[src/rtl/ep_resp_pkg.sv]
package ep_resp_pkg;

    localparam int MODE_W = 2;
    localparam int TOK_W  = 2;
    localparam int HS_W   = 2;

    localparam logic [MODE_W-1:0] MODE_NAK   = 2'b00;
    localparam logic [MODE_W-1:0] MODE_BUF   = 2'b01;
    localparam logic [MODE_W-1:0] MODE_STALL = 2'b10;

    localparam logic [TOK_W-1:0] TOK_OUT   = 2'd0;
    localparam logic [TOK_W-1:0] TOK_IN    = 2'd1;
    localparam logic [TOK_W-1:0] TOK_SETUP = 2'd2;
    localparam logic [TOK_W-1:0] TOK_RSV   = 2'd3;

    localparam logic [HS_W-1:0] HS_NAK   = 2'd0;
    localparam logic [HS_W-1:0] HS_ACK   = 2'd1;
    localparam logic [HS_W-1:0] HS_DATA  = 2'd2;
    localparam logic [HS_W-1:0] HS_STALL = 2'd3;

    typedef struct packed {
        logic [MODE_W-1:0] mode;
        logic              lock;
        logic              split;
        logic              held_vld;
        logic [MODE_W-1:0] held_mode;
    } ctl_state_t;

    typedef struct packed {
        logic            vld;
        logic [HS_W-1:0] code;
    } hs_state_t;

endpackage

[src/rtl/ep_mode_ctl.sv]
module ep_mode_ctl
    import ep_resp_pkg::*;
#(
    parameter bit SPLIT_EN = 1'b1
) (
    input  logic              clk_i,
    input  logic              rst_ni,
    input  logic              host_mode_i,
    input  logic              sw_wr_en_i,
    input  logic [MODE_W-1:0] sw_wr_data_i,
    input  logic              valid_clr_i,
    input  logic              setup_rx_i,
    input  logic              oversize_i,
    input  logic              seq_err_i,
    input  logic              bus_rst_i,
    input  logic              ssplit_issue_i,
    input  logic              csplit_done_i,
    output logic [MODE_W-1:0] mode_o,
    output logic              lock_o,
    output logic              split_o
);

    ctl_state_t st_d, st_q;
    logic       wr_take;
    logic       dev_side;

    always_comb begin
        st_d     = st_q;
        wr_take  = sw_wr_en_i && !st_q.lock;
        dev_side = !host_mode_i;

        // lock release by software
        if (valid_clr_i) begin
            st_d.lock = 1'b0;
        end

        // split completion applies any held write
        if (SPLIT_EN && st_q.split && csplit_done_i) begin
            st_d.split = 1'b0;
            if (st_q.held_vld) begin
                st_d.mode     = st_q.held_mode;
                st_d.held_vld = 1'b0;
            end
        end

        if (SPLIT_EN && host_mode_i && ssplit_issue_i) begin
            st_d.split = 1'b1;
        end

        // lowest priority: software write
        if (wr_take) begin
            if (st_q.split && !csplit_done_i) begin
                st_d.held_vld  = 1'b1;
                st_d.held_mode = sw_wr_data_i;
            end else begin
                st_d.mode     = sw_wr_data_i;
                st_d.held_vld = 1'b0;
            end
        end

        // STALL causes
        if (dev_side && oversize_i && st_q.mode == MODE_BUF) begin
            st_d.mode     = MODE_STALL;
            st_d.held_vld = 1'b0;
        end
        if (dev_side && seq_err_i) begin
            st_d.mode     = MODE_STALL;
            st_d.held_vld = 1'b0;
        end

        // setup reception
        if (dev_side && setup_rx_i) begin
            st_d.mode     = MODE_NAK;
            st_d.lock     = 1'b1;
            st_d.held_vld = 1'b0;
        end

        // bus reset, highest priority
        if (bus_rst_i) begin
            st_d.mode     = MODE_NAK;
            st_d.split    = 1'b0;
            st_d.held_vld = 1'b0;
        end
    end

    always_ff @(posedge clk_i or negedge rst_ni) begin
        if (!rst_ni) begin
            st_q <= '{mode: MODE_NAK, lock: 1'b0, split: 1'b0,
                      held_vld: 1'b0, held_mode: MODE_NAK};
        end else begin
            st_q <= st_d;
        end
    end

    assign mode_o  = st_q.mode;
    assign lock_o  = st_q.lock;
    assign split_o = st_q.split;

endmodule

[src/rtl/ep_hs_pick.sv]
module ep_hs_pick
    import ep_resp_pkg::*;
(
    input  logic              clk_i,
    input  logic              rst_ni,
    input  logic              tok_vld_i,
    input  logic [TOK_W-1:0]  tok_kind_i,
    input  logic [MODE_W-1:0] mode_i,
    input  logic              buf_free_i,
    input  logic              buf_full_i,
    input  logic              auto_setaddr_i,
    output logic              accept_o,
    output logic              hs_vld_o,
    output logic [HS_W-1:0]   hs_code_o
);

    hs_state_t hs_d, hs_q;
    logic      is_in;
    logic      bufd_ok;

    always_comb begin
        is_in   = (tok_kind_i == TOK_IN);
        bufd_ok = is_in ? buf_full_i : buf_free_i;
        hs_d.vld  = tok_vld_i;
        hs_d.code = HS_NAK;

        if (tok_kind_i == TOK_RSV) begin
            hs_d.code = HS_NAK;
        end else if (auto_setaddr_i) begin
            hs_d.code = is_in ? HS_DATA : HS_ACK;
        end else if (mode_i[1]) begin
            hs_d.code = HS_STALL;
        end else if (mode_i == MODE_BUF) begin
            if (bufd_ok) begin
                hs_d.code = is_in ? HS_DATA : HS_ACK;
            end else begin
                hs_d.code = HS_NAK;
            end
        end else begin
            hs_d.code = HS_NAK;
        end

        accept_o = tok_vld_i && (hs_d.code == HS_ACK || hs_d.code == HS_DATA);
    end

    always_ff @(posedge clk_i or negedge rst_ni) begin
        if (!rst_ni) begin
            hs_q <= '{vld: 1'b0, code: HS_NAK};
        end else begin
            hs_q <= hs_d;
        end
    end

    assign hs_vld_o  = hs_q.vld;
    assign hs_code_o = hs_q.code;

endmodule

[src/rtl/ep_busy_trk.sv]
module ep_busy_trk (
    input  logic clk_i,
    input  logic rst_ni,
    input  logic accept_i,
    input  logic txn_done_i,
    input  logic bus_rst_i,
    output logic open_o
);

    logic open_d, open_q;

    always_comb begin
        open_d = open_q;
        if (txn_done_i) begin
            open_d = 1'b0;
        end
        if (accept_i) begin
            open_d = 1'b1;
        end
        if (bus_rst_i) begin
            open_d = 1'b0;
        end
    end

    always_ff @(posedge clk_i or negedge rst_ni) begin
        if (!rst_ni) begin
            open_q <= 1'b0;
        end else begin
            open_q <= open_d;
        end
    end

    assign open_o = open_q;

endmodule

[src/rtl/ep_resp_ctrl.sv]
module ep_resp_ctrl
    import ep_resp_pkg::*;
#(
    parameter bit SPLIT_EN = 1'b1
) (
    input  logic       clk_i,
    input  logic       rst_ni,
    input  logic       host_mode_i,
    input  logic       sw_wr_en_i,
    input  logic [1:0] sw_wr_data_i,
    input  logic       valid_clr_i,
    input  logic       setup_rx_i,
    input  logic       oversize_i,
    input  logic       seq_err_i,
    input  logic       bus_rst_i,
    input  logic       auto_setaddr_i,
    input  logic       ssplit_issue_i,
    input  logic       csplit_done_i,
    input  logic       tok_vld_i,
    input  logic [1:0] tok_kind_i,
    input  logic       buf_free_i,
    input  logic       buf_full_i,
    input  logic       txn_done_i,
    output logic [1:0] mode_o,
    output logic       setup_valid_o,
    output logic       split_sts_o,
    output logic       hs_vld_o,
    output logic [1:0] hs_code_o,
    output logic       busy_o
);

    logic [MODE_W-1:0] mode_w;
    logic              split_w;
    logic              accept_w;
    logic              open_w;

    ep_mode_ctl #(.SPLIT_EN(SPLIT_EN)) u_ctl (
        .clk_i          (clk_i),
        .rst_ni         (rst_ni),
        .host_mode_i    (host_mode_i),
        .sw_wr_en_i     (sw_wr_en_i),
        .sw_wr_data_i   (sw_wr_data_i),
        .valid_clr_i    (valid_clr_i),
        .setup_rx_i     (setup_rx_i),
        .oversize_i     (oversize_i),
        .seq_err_i      (seq_err_i),
        .bus_rst_i      (bus_rst_i),
        .ssplit_issue_i (ssplit_issue_i),
        .csplit_done_i  (csplit_done_i),
        .mode_o         (mode_w),
        .lock_o         (setup_valid_o),
        .split_o        (split_w)
    );

    ep_hs_pick u_pick (
        .clk_i          (clk_i),
        .rst_ni         (rst_ni),
        .tok_vld_i      (tok_vld_i),
        .tok_kind_i     (tok_kind_i),
        .mode_i         (mode_w),
        .buf_free_i     (buf_free_i),
        .buf_full_i     (buf_full_i),
        .auto_setaddr_i (auto_setaddr_i),
        .accept_o       (accept_w),
        .hs_vld_o       (hs_vld_o),
        .hs_code_o      (hs_code_o)
    );

    ep_busy_trk u_busy (
        .clk_i      (clk_i),
        .rst_ni     (rst_ni),
        .accept_i   (accept_w),
        .txn_done_i (txn_done_i),
        .bus_rst_i  (bus_rst_i),
        .open_o     (open_w)
    );

    generate
        if (SPLIT_EN) begin : g_split_busy
            assign busy_o = open_w | split_w;
        end else begin : g_plain_busy
            assign busy_o = open_w;
        end
    endgenerate

    assign mode_o      = mode_w;
    assign split_sts_o = split_w;

endmodule

[config.mk]
export PLATFORM = sky130hd
export DESIGN_NAME = ep_resp_ctrl
export DESIGN_NICKNAME = d
export VERILOG_FILES = /design/src/rtl/ep_resp_pkg.sv /design/src/rtl/ep_mode_ctl.sv /design/src/rtl/ep_hs_pick.sv /design/src/rtl/ep_busy_trk.sv /design/src/rtl/ep_resp_ctrl.sv
export SDC_FILE = /design/constraint.sdc
export NUM_CORES = 1
export LEC_CHECK = 0
export BUFFER_PORTS_ARGS = -buffer_cell sky130_fd_sc_hd__clkbuf_2
export CAP_MARGIN = 25
export CORE_UTILIZATION = 25
export DETAILED_ROUTE_END_ITERATION = 16
export PLACE_DENSITY = 0.59
export SLEW_MARGIN = 10
export SYNTH_ARGS = -nofsm -noshare
export SYNTH_HDL_FRONTEND = slang
export SYNTH_SLANG_ARGS = --single-unit
[constraint.sdc]
create_clock -name clk_i -period 1.1 [get_ports clk_i]
set_input_delay 0.22 -clock clk_i [delete_from_list [all_inputs] [get_ports clk_i]]
set_output_delay 0.22 -clock clk_i [all_outputs]
set_load 0.005 [all_outputs]
### Word level (Yosys, flattened, before mapping)

Index checks and enable logic that the tools add are counted.

* flip-flop bits (word level): 11
* output and inout bits: 8

* equal/unequal tests: 5
* bitwise logic cells: 1
* mux-type cells: 28
* reduce and logical (&&, ||, !) cells: 18

Operators by type and width (number)
* 2-bit 2-to-1 mux: 16
* 1-bit 2-to-1 mux: 10
* 1-bit logical AND: 9
* 2-bit by 1-bit == test with 1-bit output (second input constant): 3
* 3-bit 2-to-1 mux: 2
* 3-bit nonzero test: 2
* 6-bit nonzero test: 1
* 2-bit == test (second input constant): 2
* 1-bit logical NOT: 3
* 2-bit AND reduction: 1
* 2-bit nonzero test: 1
* 1-bit logical OR: 1
* 1-bit OR: 1

### Logic depth before layout (Yosys ltp)

Gate-level depths: netlist (run 1).

* depth in word-level cells: 12
* mapped depth: 4

### By module

Synthesis (run 1) repeated with hierarchy kept, for this count alone.

* cell total of the unflattened synthesis: 61
* area, all modules: 578.1 um^2

By module, submodules not included
* ep_mode_ctl: sequential area each 175.2 um^2, times used 1, area each 376.6 um^2, cells each 39
* ep_hs_pick: sequential area each 75.1 um^2, times used 1, area each 151.4 um^2, cells each 17
* ep_busy_trk: sequential area each 25.0 um^2, times used 1, area each 43.8 um^2, cells each 4
* ep_resp_ctrl: sequential area each 0.0 um^2, times used 1, area each 6.3 um^2, cells each 1

### Worst setup path before layout (run 1)

No wires, ideal clock.

* path type: flip-flop to flip-flop
* from: register u_ctl.st_q (netlist bit u_ctl.lock_o)
* to: register u_ctl.st_q[0] in the netlist's numbering
* cell stages (with the launch flop): 4
* data arrival time: 1131 ps
* data required time: 975 ps
* setup slack: -155 ps
* buffers on the path: 0
* path through: dfrtp_1 > or2b_1 > nor2_1 > mux2_2

* word-level cells in the longest chain between the ends: 3

RTL lines
* start: declaration: RTL line ep_mode_ctl.sv:23 `ctl_state_t st_d, st_q;`
* start signal: assignment: RTL line ep_mode_ctl.sv:88 `st_q <= '{mode: MODE_NAK, lock: 1'b0, split: 1'b0,`
* start signal: assignment: RTL line ep_mode_ctl.sv:91 `st_q <= st_d;`
* 1-bit logical NOT: RTL line ep_mode_ctl.sv:29 `wr_take = sw_wr_en_i && !st_q.lock;`
* 1-bit logical AND: RTL line ep_mode_ctl.sv:29
* 2-bit AND reduction (no source line)

No other way between the ends.
A chain may end at the register's enable or synchronous reset.

### Worst setup path after layout (run 1)

Same ends and word-level chain as after synthesis.

==> results of run 1 <==
## cells in the mapped netlist, drive strengths merged (2+ instances only)
| cell | n | area share |
|---|---|---|
| o21ai | 6 | 0.052 |
| nor2 | 3 | 0.020 |
| mux2 | 2 | 0.039 |
| dfrtp | 11 | 0.48 |
| nand3 | 2 | 0.017 |
| nand2b | 2 | 0.035 |
| inv | 3 | 0.020 |
| a21oi | 6 | 0.059 |
| buf | 2 | 0.026 |
| nand2 | 6 | 0.039 |
| a31oi | 2 | 0.022 |
## cell families (layout without fill, tap and decap cells)
family,Yosys count,after routing,share of synthesized area
AOI/OAI and AO/OA,22,22,0.2593
buffers and inverters,5,48,0.04574
DFF,11,11,0.4793
muxes,3,3,0.05664
and+or+nand+nor,17,17,0.1591
## through the flow
step	total power [mW]	cell area [um2]
2_1_floorplan	0.5655	576.8
3_3_place_gp	0.6742	790.8
3_5_place_dp	0.6784	790.8
4_1_cts	0.9902	888.4
5_1_grt	1.054	907.1
6_report	0.9772	907.1
## power by group through the flow
stage          Combinational [mW]  Sequential [mW]  Clock, mW
2_1_floorplan              0.0895            0.476          0
3_3_place_gp                0.200            0.474          0
3_5_place_dp                0.203            0.475          0
4_1_cts                     0.237            0.466      0.287
5_1_grt                     0.269            0.471      0.314
6_report                    0.243            0.466      0.269
## area by class of cell
cell class / instances / share of cell area
clock buffer: 4 / 0.02897
multi-input combinational: 42 / 0.3214
tap: 27 / 0.03724
inverter: 3 / 0.01241
sequential: 11 / 0.3048
timing repair buffer: 41 / 0.2952
## registers in the layout (all words and copies together) (netlist names)
name	flops
u_pick.hs_code_o	2
u_ctl.split_o	1
u_pick.hs_vld_o	1
u_ctl.mode_o	2
u_ctl.st_q	3
u_ctl.lock_o	1
u_busy.open_o	1
## routing by layer
layer  vias to the layer above  global-route usage
met5                         -                   0
met4                         0             0.04762
met3                         2             0.06173
met2                        18              0.2005
met1                       275              0.1657
li1                        298                   -
## timing repair
item                                   4_1_cts  5_1_grt
setup buffers                                5        0
endpoints found under the hold margin       11        0
hold buffers                                 1        0
setup endpoints to repair                    9       10
pin swaps                                    2        0
gates resized for setup                      8        4
## worst min path at each step
stage	cells after the start	endpoint
final	1	u_pick.hs_vld_o
after global routing	1	u_pick.hs_vld_o
after CTS	1	u_pick.hs_vld_o
after detailed placement	1	u_ctl.st_q[0]
after global placement	1	u_ctl.st_q[0]
after floorplan	0	u_busy.open_o
## worst reg2reg max path: cells and delay by family (launching register included)
kind / cells / cell delay (ps)
flip-flops: 1 / 390
multiplexers: 1 / 340
AND/OR/NAND/NOR: 2 / 390
## layout by cell type, fill, tap and decap left out, drive strengths merged
| master | n |
|---|---|
| clkbuf | 30 |
| buf | 14 |
| dfrtp | 11 |
| nand2 | 6 |
| a21oi | 6 |
| o21ai | 6 |
| inv | 3 |
| nor2 | 3 |
| nand3 | 2 |
| mux2 | 2 |
| nand2b | 2 |
| a31oi | 2 |
| mux2i | 1 |
| a22oi | 1 |
| or2b | 1 |
| and2b | 1 |
| a41o | 1 |
| nand4 | 1 |
| a211oi | 1 |
| o21a | 1 |
| or2 | 1 |
| a221oi | 1 |
| o211a | 1 |
| o211ai | 1 |
| a22o | 1 |
| dlygate4sd3 | 1 |
==> metrics.md, run 1 <==
| Metric | Value |
|---|---|
| Fin. max-slew vios | `0` |
| Synth Instances | `58` |
| Hold WS | `77.26 ps` |
| Area Overhead vs Synth | `57.95%` |
| Top layer in use | `met4` |
| Diodes inserted | `0` |
| Global route overflow | `0` |
| Crit-path max FO | `4` |
| CP Depth | `3` |
| IO Port Bufs | `27` |
| Die area | `0.002493 mm2` |
| Register area | `276.5 um2` |
| Syn nets | `78` |
| Sequential power share | `0.476` |
| WS Path Type | `flop to flop` |
| Total Neg Setup Slack | `-788.3 ps` |
| Synth Flop Type | `dfrtp_1` |
| WP data arrival | `1390 ps` |
| Final setup fails | `8` |
| Outcome | `finished with violations` |
| Max stage delay cell, worst path | `dfrtp_1` |
| Gpl congestion | `0.8134` |
| Sink Count | `11` |
| F_max | `0.8075 GHz` |
| Root Buffer | `clkbuf_4` |
| Footprint of the multi-input gates | `291.5 um2` |
| Largest stage delay on the critical path | `390 ps` |
| Utilization after layout | `0.4399` |
| Pwr dens | `1077 mW/mm2` |
| Worst R2R Start | `u_ctl.lock_o` |
| Asr flop ratio synth | `1.000` |
| Height of the die | `49.93 um` |
| WP data required | `1250 ps` |
| Top delay family on crit path | `flip-flops` |
| Max VDD drop | `0.5822 mV` |
| RSZ-0062 raised after global routing | `yes` |
| All-Layer GR Usage | `0.1335` |
| Sw frac | `0.2581` |
| Routed length on met2 | `663 um` |
| Initial DRC Count | `5` |
| Filler cell count | `209` |
| CTS tree | `done` |
| Drt pass-1 iters | `3` |
| Via Count | `593` |
| Core Region | `0.002062 mm2` |
| Post-route ant nets | `0` |
| Crit path launch | `u_ctl.lock_o` |
| Register-to-Register Setup Slack | `-140 ps` |
| DP Worst Slack | `-132.6 ps` |
| Clock-pin slew on the worst setup and hold paths | `70 ps` |
| Post-layout net count | `122` |
| Clock insertion delay at the later pin of the skew report | `260 ps` |
| Antenna violations before repair | `0` |
| Final setup margin | `-138.4 ps` |
| Worst r2r dst | `u_ctl.st_q[0]` |
| Dpl cells | `118` |
| Final WL | `1404 um` |
| Internal power | `0.7250 mW` |
| Worst slew pin tran | `278.4 ps` |
| Hold Violations, Final | `0` |
| Post-Route M1 WL | `653 um` |
| Share of cells above drive strength 1 | `0.5347` |
| Maxcap violations | `0` |
| Failing checks | `setup timing` |
| Worst hold path startpoint | `tok_vld_i` |
| Site Rows | `16` |
| # H-tree levels | `1` |
| Post-synthesis sequential area ratio | `0.4793` |
| Synthesized cell area | `574.3 um2` |
| #FFs+latches synth | `11` |
| Vias in the first global route | `575` |
| Switch Pwr | `0.2522 mW` |
| Drt drc | `0` |
| HP Class | `input pin to flop` |
| Kind of end point of the critical path | `flop` |
| Yosys warning total | `0` |
| Post-DP HPWL | `1121 um` |
| Setup crit end | `u_ctl.st_q[0]` |
| I/O pin cnt | `28` |
| Starting density of the core | `0.2785` |
| Number of synthesized flops with an enable pin | `0` |
| Crit-path cells | `or2b_1 > nor2_2 > mux2_2` |
| Clk network pwr share | `0.275` |
| Distinct cell type count after synthesis | `26` |
| Combinational share of power | `0.248` |
| Syn avg cell area | `9.902 um2` |
| Period utilization | `1.126` |
| CTS buffer count | `3` |
| Layout Cells excl Fill | `128` |
| DR WL/cell | `10.97 um` |
| Vias/cell | `4.633` |
| Max Root-Sink Buffers | `2` |
| Lkg Pwr | `0.4575 nW` |
| Met3 wire length | `71 um` |
| Final Skew | `0.1427 ps` |
| Crit path buffers/inverters | `0` |
| Largest net degree at the start of global routing | `12` |
| Post-layout min period | `1238 ps` |
| Startpoint class of the critical path | `flop` |
| Die X | `49.93 um` |
| Slew headroom | `0.8144` |
| R2R cell count | `3` |
| First-pass GRT wire length | `2463 um` |
Note: power is estimated with default switching activity, not from simulation.
==> inputs of run 2 (changes only) <==
--- a/config.mk
+++ b/config.mk
@@ -14,3 +14,4 @@
 export SYNTH_ARGS = -nofsm -noshare
 export SYNTH_HDL_FRONTEND = slang
 export SYNTH_SLANG_ARGS = --single-unit
+export TNS_END_PERCENT = 50
==> run 2 against run 1 <==
The run still ends with setup timing left. Final area shrank 5.8%. Register-to-register slack hardly changed. Final cell count is 3.1% lower. Wire length is 1.8% lower. Sequential power is essentially flat. Via count fell by 5.2%. Hold slack better by 2.1 ps.
==> metrics.md, run 2 (same netlist as run 1, synthesis figures left out) <==
| Metric | Value |
|---|---|
| Diodes inserted | `0` |
| Combinational share of power | `0.229` |
| Crit-path cells | `buf_6 > buf_6 > clkbuf_2` |
| Period utilization | `1.121` |
| Post-DP HPWL | `1113 um` |
| Die X | `49.93 um` |
| IO Port Bufs | `27` |
| DR WL/cell | `11.12 um` |
| Sequential power share | `0.487` |
| All-Layer GR Usage | `0.1239` |
| Max Root-Sink Buffers | `2` |
| Clock-pin slew on the worst setup and hold paths | `60 ps` |
| Antenna violations before repair | `0` |
| Switch Pwr | `0.2472 mW` |
| HP Class | `input pin to flop` |
| I/O pin cnt | `28` |
| Startpoint class of the critical path | `flop` |
| Root Buffer | `clkbuf_4` |
| Largest reg by FF count | `u_ctl.st_q` |
| WS Path Type | `flop to output port` |
| Max FFs per register | `3` |
| Final Skew | `3.666 ps` |
| Worst slew pin tran | `274.1 ps` |
| Area Overhead vs Synth | `48.80%` |
| Register area | `276.5 um2` |
| Max VDD drop | `0.6047 mV` |
| DP Worst Slack | `-119.2 ps` |
| CTS buffer count | `3` |
| Via Count | `562` |
| # H-tree levels | `1` |
| Post-layout min period | `1233 ps` |
| Most common cell after layout, fill and taps aside | `clkbuf_2` |
| Post-route cell area | `854.6 um2` |
| Clock insertion delay at the later pin of the skew report | `270 ps` |
| CTS tree | `done` |
| Hold WS | `79.38 ps` |
| Largest net degree at the start of global routing | `12` |
| Filler cell count | `209` |
| Starting density of the core | `0.2785` |
| Initial DRC Count | `15` |
| Top delay family on crit path | `flip-flops` |
| Maxcap violations | `0` |
| Total Power | `0.9555 mW` |
| Gpl congestion | `0.8944` |
| Share of cells above drive strength 1 | `0.4948` |
| First-pass GRT wire length | `2256 um` |
| Footprint of the multi-input gates | `279.0 um2` |
| Sw frac | `0.2587` |
| Post-layout net count | `118` |
| Placed inst area | `790.8 um2` |
| Failing checks | `setup timing` |
| Pwr dens | `1118 mW/mm2` |
| Clk network pwr share | `0.283` |
| Final setup fails | `8` |
| Sink Count | `11` |
| Vias/cell | `4.532` |
| RSZ-0062 raised after global routing | `yes` |
| Crit path buffers/inverters | `3` |
| Die area | `0.002493 mm2` |
| Hold Violations, Final | `0` |
| Lkg Pwr | `0.4332 nW` |
| Final setup margin | `-132.8 ps` |
| Largest stage delay on the critical path | `410 ps` |
| Outcome | `finished with violations` |
| Internal power | `0.7083 mW` |
| Kind of end point of the critical path | `output port` |
| Slew headroom | `0.8173` |
| Final WL | `1379 um` |
| WP data required | `880 ps` |
| Drt drc | `0` |
| Crit-path max FO | `4` |
| Drt pass-1 iters | `4` |
| WP data arrival | `1010 ps` |
| Cell mode on critical path | `buf_6` |
| Height of the die | `49.93 um` |
| Global route overflow | `0` |
| F_max | `0.8112 GHz` |
| Site Rows | `16` |
| Dpl cells | `118` |
| Fin. max-slew vios | `0` |
| Post-route ant nets | `0` |
| Core Region | `0.002062 mm2` |
| Layout Cells excl Fill | `124` |
| Max stage delay cell, worst path | `dfrtp_2` |
| Most frequent cells in the layout | `27 x clkbuf_2, 10 x dfrtp_1, 6 x nand2_1` |
| Vias in the first global route | `519` |
-- run 2: worst register-to-register path: stages (launching register included) --
cell,delay (ps)
dfrtp_1,380
or2b_1,270
nor2_2,130
mux2_2,340
-- run 2: what timing repair did --
item	CTS	global route
hold buffers	1	0
pin swaps	2	0
endpoints found under the hold margin	11	0
setup buffers	1	0
setup endpoints to repair	9	11
cloned	0	0
gates resized for setup	6	2
-- run 2: stage by stage --
step | setup TNS [ps] | utilization
final | -637.5 | 0.4144
after global routing | -1016 | 0.4144
after CTS | -737.4 | 0.4138
after detailed placement | -287.1 | 0.3835
after global placement | -280.0 | 0.3835
after floorplan | -265.7 | -
-- run 2: power by group through the flow --
stage	Sequential [mW]	Combinational, mW	Clock (mW)
2_1_floorplan	0.476	0.0895	0
3_3_place_gp	0.474	0.200	0
3_5_place_dp	0.475	0.203	0
4_1_cts	0.465	0.220	0.285
5_1_grt	0.470	0.242	0.305
6_report	0.466	0.219	0.271
-- run 2: final cells by class --
type                            count  share of cell area
Clock buffer                        4             0.03075
Inverter                            3             0.01318
Multi-Input combinational cell     42              0.3265
Sequential cell                    11              0.3236
Tap cell                           27             0.03953
Timing Repair Buffer               37              0.2665
-- run 2: path summary, 6_finish.rpt --
kind	startpoint	end	slack [ps]	cells past startpoint
hold / removal	tok_vld_i	u_pick.hs_vld_o	80	1
max in group asynchronous	rst_ni	u_ctl.split_o	510	2
min in group asynchronous	rst_ni	u_ctl.st_q[1]	350	2
setup reg to reg	u_ctl.lock_o	u_ctl.st_q[1]	-130	3
setup / recovery	u_ctl.split_o	split_sts_o	-130	3
hold reg to reg	u_ctl.st_q[0]	u_ctl.st_q[0]	510	1
-- run 2: per-layer routing --
metal	up-vias	wire length, um	GRT usage
met2	19	663	0.2027
li1	290	-	-
met3	2	91	0.05864
met5	-	0	0
met1	251	610	0.1453
met4	0	14	0.02857
==> inputs of run 3 (changes only) <==
==> constraint.sdc (replaced) <==
create_clock -name clk_i -period 1 [get_ports clk_i]
set_input_delay 0.2 -clock clk_i [delete_from_list [all_inputs] [get_ports clk_i]]
set_output_delay 0.2 -clock clk_i [all_outputs]
set_load 0.005 [all_outputs]
==> run 3 against run 2 <==
The run still ends with setup timing left. Clock skew is 3.4 ps lower. Hold slack got worse by 28 ps. Clock power increased by 17%. Non-clock buffer count rose by 4. Largest cell class unchanged. Setup slack got worse by 93 ps. Core utilization is 2.5 points higher. Critical path depth unchanged.
==> metrics.md, run 3 (same netlist as run 1, synthesis figures left out) <==
| Metric | Value |
|---|---|
| CTS tree | `done` |
| Period utilization | `1.226` |
| Gpl congestion | `0.8818` |
| Final setup margin | `-225.8 ps` |
| Register-to-Register Setup Slack | `-220 ps` |
| Largest stage delay on the critical path | `390 ps` |
| Core Region | `0.002062 mm2` |
| Crit-path cells | `buf_4 > buf_4 > clkbuf_2` |
| Sink Count | `11` |
| CTS buffer count | `3` |
| HP Class | `input pin to flop` |
| WP data arrival | `1030 ps` |
| Antenna violations before repair | `0` |
| IO Port Bufs | `27` |
| Startpoint class of the critical path | `flop` |
| Starting density of the core | `0.2785` |
| Clock-pin slew on the worst setup and hold paths | `70 ps` |
| Largest reg by FF count | `u_ctl.st_q` |
| Largest net degree at the start of global routing | `12` |
| Placed inst area | `813.3 um2` |
| Site Rows | `16` |
| Drt drc | `0` |
| Most frequent cells in the layout | `27 x clkbuf_2, 10 x dfrtp_1, 9 x buf_4` |
| Max stage delay cell, worst path | `dfrtp_1` |
| Maxcap violations | `0` |
| Outcome | `finished with violations` |
| Global route overflow | `0` |
| Post-layout min period | `1226 ps` |
| Post-DP HPWL | `1198 um` |
| Max Root-Sink Buffers | `2` |
| Drt pass-1 iters | `4` |
| WP data required | `800 ps` |
| WS Path Type | `flop to output port` |
| Root Buffer | `clkbuf_4` |
| Clock insertion delay at the later pin of the skew report | `270 ps` |
| Kind of end point of the critical path | `output port` |
| Max FFs per register | `3` |
| Crit path buffers/inverters | `3` |
| Die area | `0.002493 mm2` |
| Die X | `49.93 um` |
| Share of cells above drive strength 1 | `0.5347` |
| Post-route ant nets | `0` |
| Pwr dens | `1224 mW/mm2` |
| Vias/cell | `4.688` |
| Height of the die | `49.93 um` |
| Post-layout net count | `122` |
| Worst slew pin tran | `291.9 ps` |
| Cell mode on critical path | `buf_4` |
| Crit-path max FO | `3` |
| Hold WS | `51.73 ps` |
| Top delay family on crit path | `flip-flops` |
| Vias in the first global route | `597` |
| First-pass GRT wire length | `2553 um` |
| Post-route cell area | `907.1 um2` |
| Final Skew | `0.2846 ps` |
| All-Layer GR Usage | `0.1406` |
| Utilization after layout | `0.4399` |
| # H-tree levels | `1` |
| I/O pin cnt | `28` |
| F_max | `0.8158 GHz` |
| Via Count | `600` |
| Max VDD drop | `0.4950 mV` |
| Most common cell after layout, fill and taps aside | `clkbuf_2` |
| Final setup fails | `11` |
| Failing checks | `setup timing` |
| Fin. max-slew vios | `0` |
| Final WL | `1542 um` |
| Initial DRC Count | `6` |
| Hold Violations, Final | `0` |
| DR WL/cell | `12.05 um` |
| Filler cell count | `214` |
| Slew headroom | `0.8041` |
| RSZ-0062 raised after global routing | `yes` |
| Area Overhead vs Synth | `57.95%` |
| Diodes inserted | `0` |
| Lkg Pwr | `0.4588 nW` |
-- run 3: changes by cell type in the layout (fill, tap and decap cells not counted), sizes merged --
cell,previous run,this run
buf,9,13
-- run 3: where the power goes --
group / leakage [nW] / switching, mW / internal (mW)
Combinational: 0.304 / 0.115 / 0.163
Sequential: 0.140 / 0.0255 / 0.489
Clock: 0.0150 / 0.163 / 0.155
-- run 3: final timing paths --
check,endpoint,startpoint,cells past startpoint
max,setup_valid_o,u_ctl.lock_o,3
min,u_pick.hs_vld_o,tok_vld_i,1
max reg2reg,u_ctl.st_q[1],u_ctl.lock_o,3
min reg2reg,u_busy.open_o,u_busy.open_o,2
max in group asynchronous,u_ctl.split_o,rst_ni,2
min in group asynchronous,u_ctl.st_q[1],rst_ni,2
-- run 3: per-stage QoR --
| step | power [mW] | std cells | setup WS, ps | TNS (ps) |
|---|---|---|---|---|
| global placement | 0.7515 | 121 | -208.4 | -890.9 |
| detailed placement | 0.7604 | 121 | -245.0 | -994.7 |
| floorplan | 0.6221 | 58 | -212.7 | -686.3 |
| finish | 1.110 | 128 | -225.8 | -1609 |
| global route | 1.174 | 128 | -263.5 | -2062 |
| CTS | 1.092 | 127 | -256.0 | -1647 |
-- run 3: area by class of cell --
| cell class | count | area, um2 | area share |
|---|---|---|---|
| clock buffer | 4 | 26.28 | 0.02897 |
| inverter | 3 | 11.26 | 0.01241 |
| multi-input combinational | 42 | 301.5 | 0.3324 |
| sequential | 11 | 276.5 | 0.3048 |
| tap | 27 | 33.78 | 0.03724 |
| timing repair buffer | 41 | 257.7 | 0.2841 |
-- run 3: metal layers --
metal | up-vias | wire length (um) | global-route usage
met5 | - | 0 | 0
met4 | 0 | 39 | 0.1000
met3 | 4 | 68 | 0.01852
met2 | 20 | 784 | 0.2297
met1 | 280 | 650 | 0.1679
li1 | 296 | - | -
-- run 3: repair_timing --
action / in CTS / in global routing
setup endpoints to repair: 11 / 11
hold buffers: 1 / 0
setup buffers: 1 / 1
gates resized for setup: 7 / 6
hold endpoints to repair: 11 / 0
pin swaps: 1 / 2
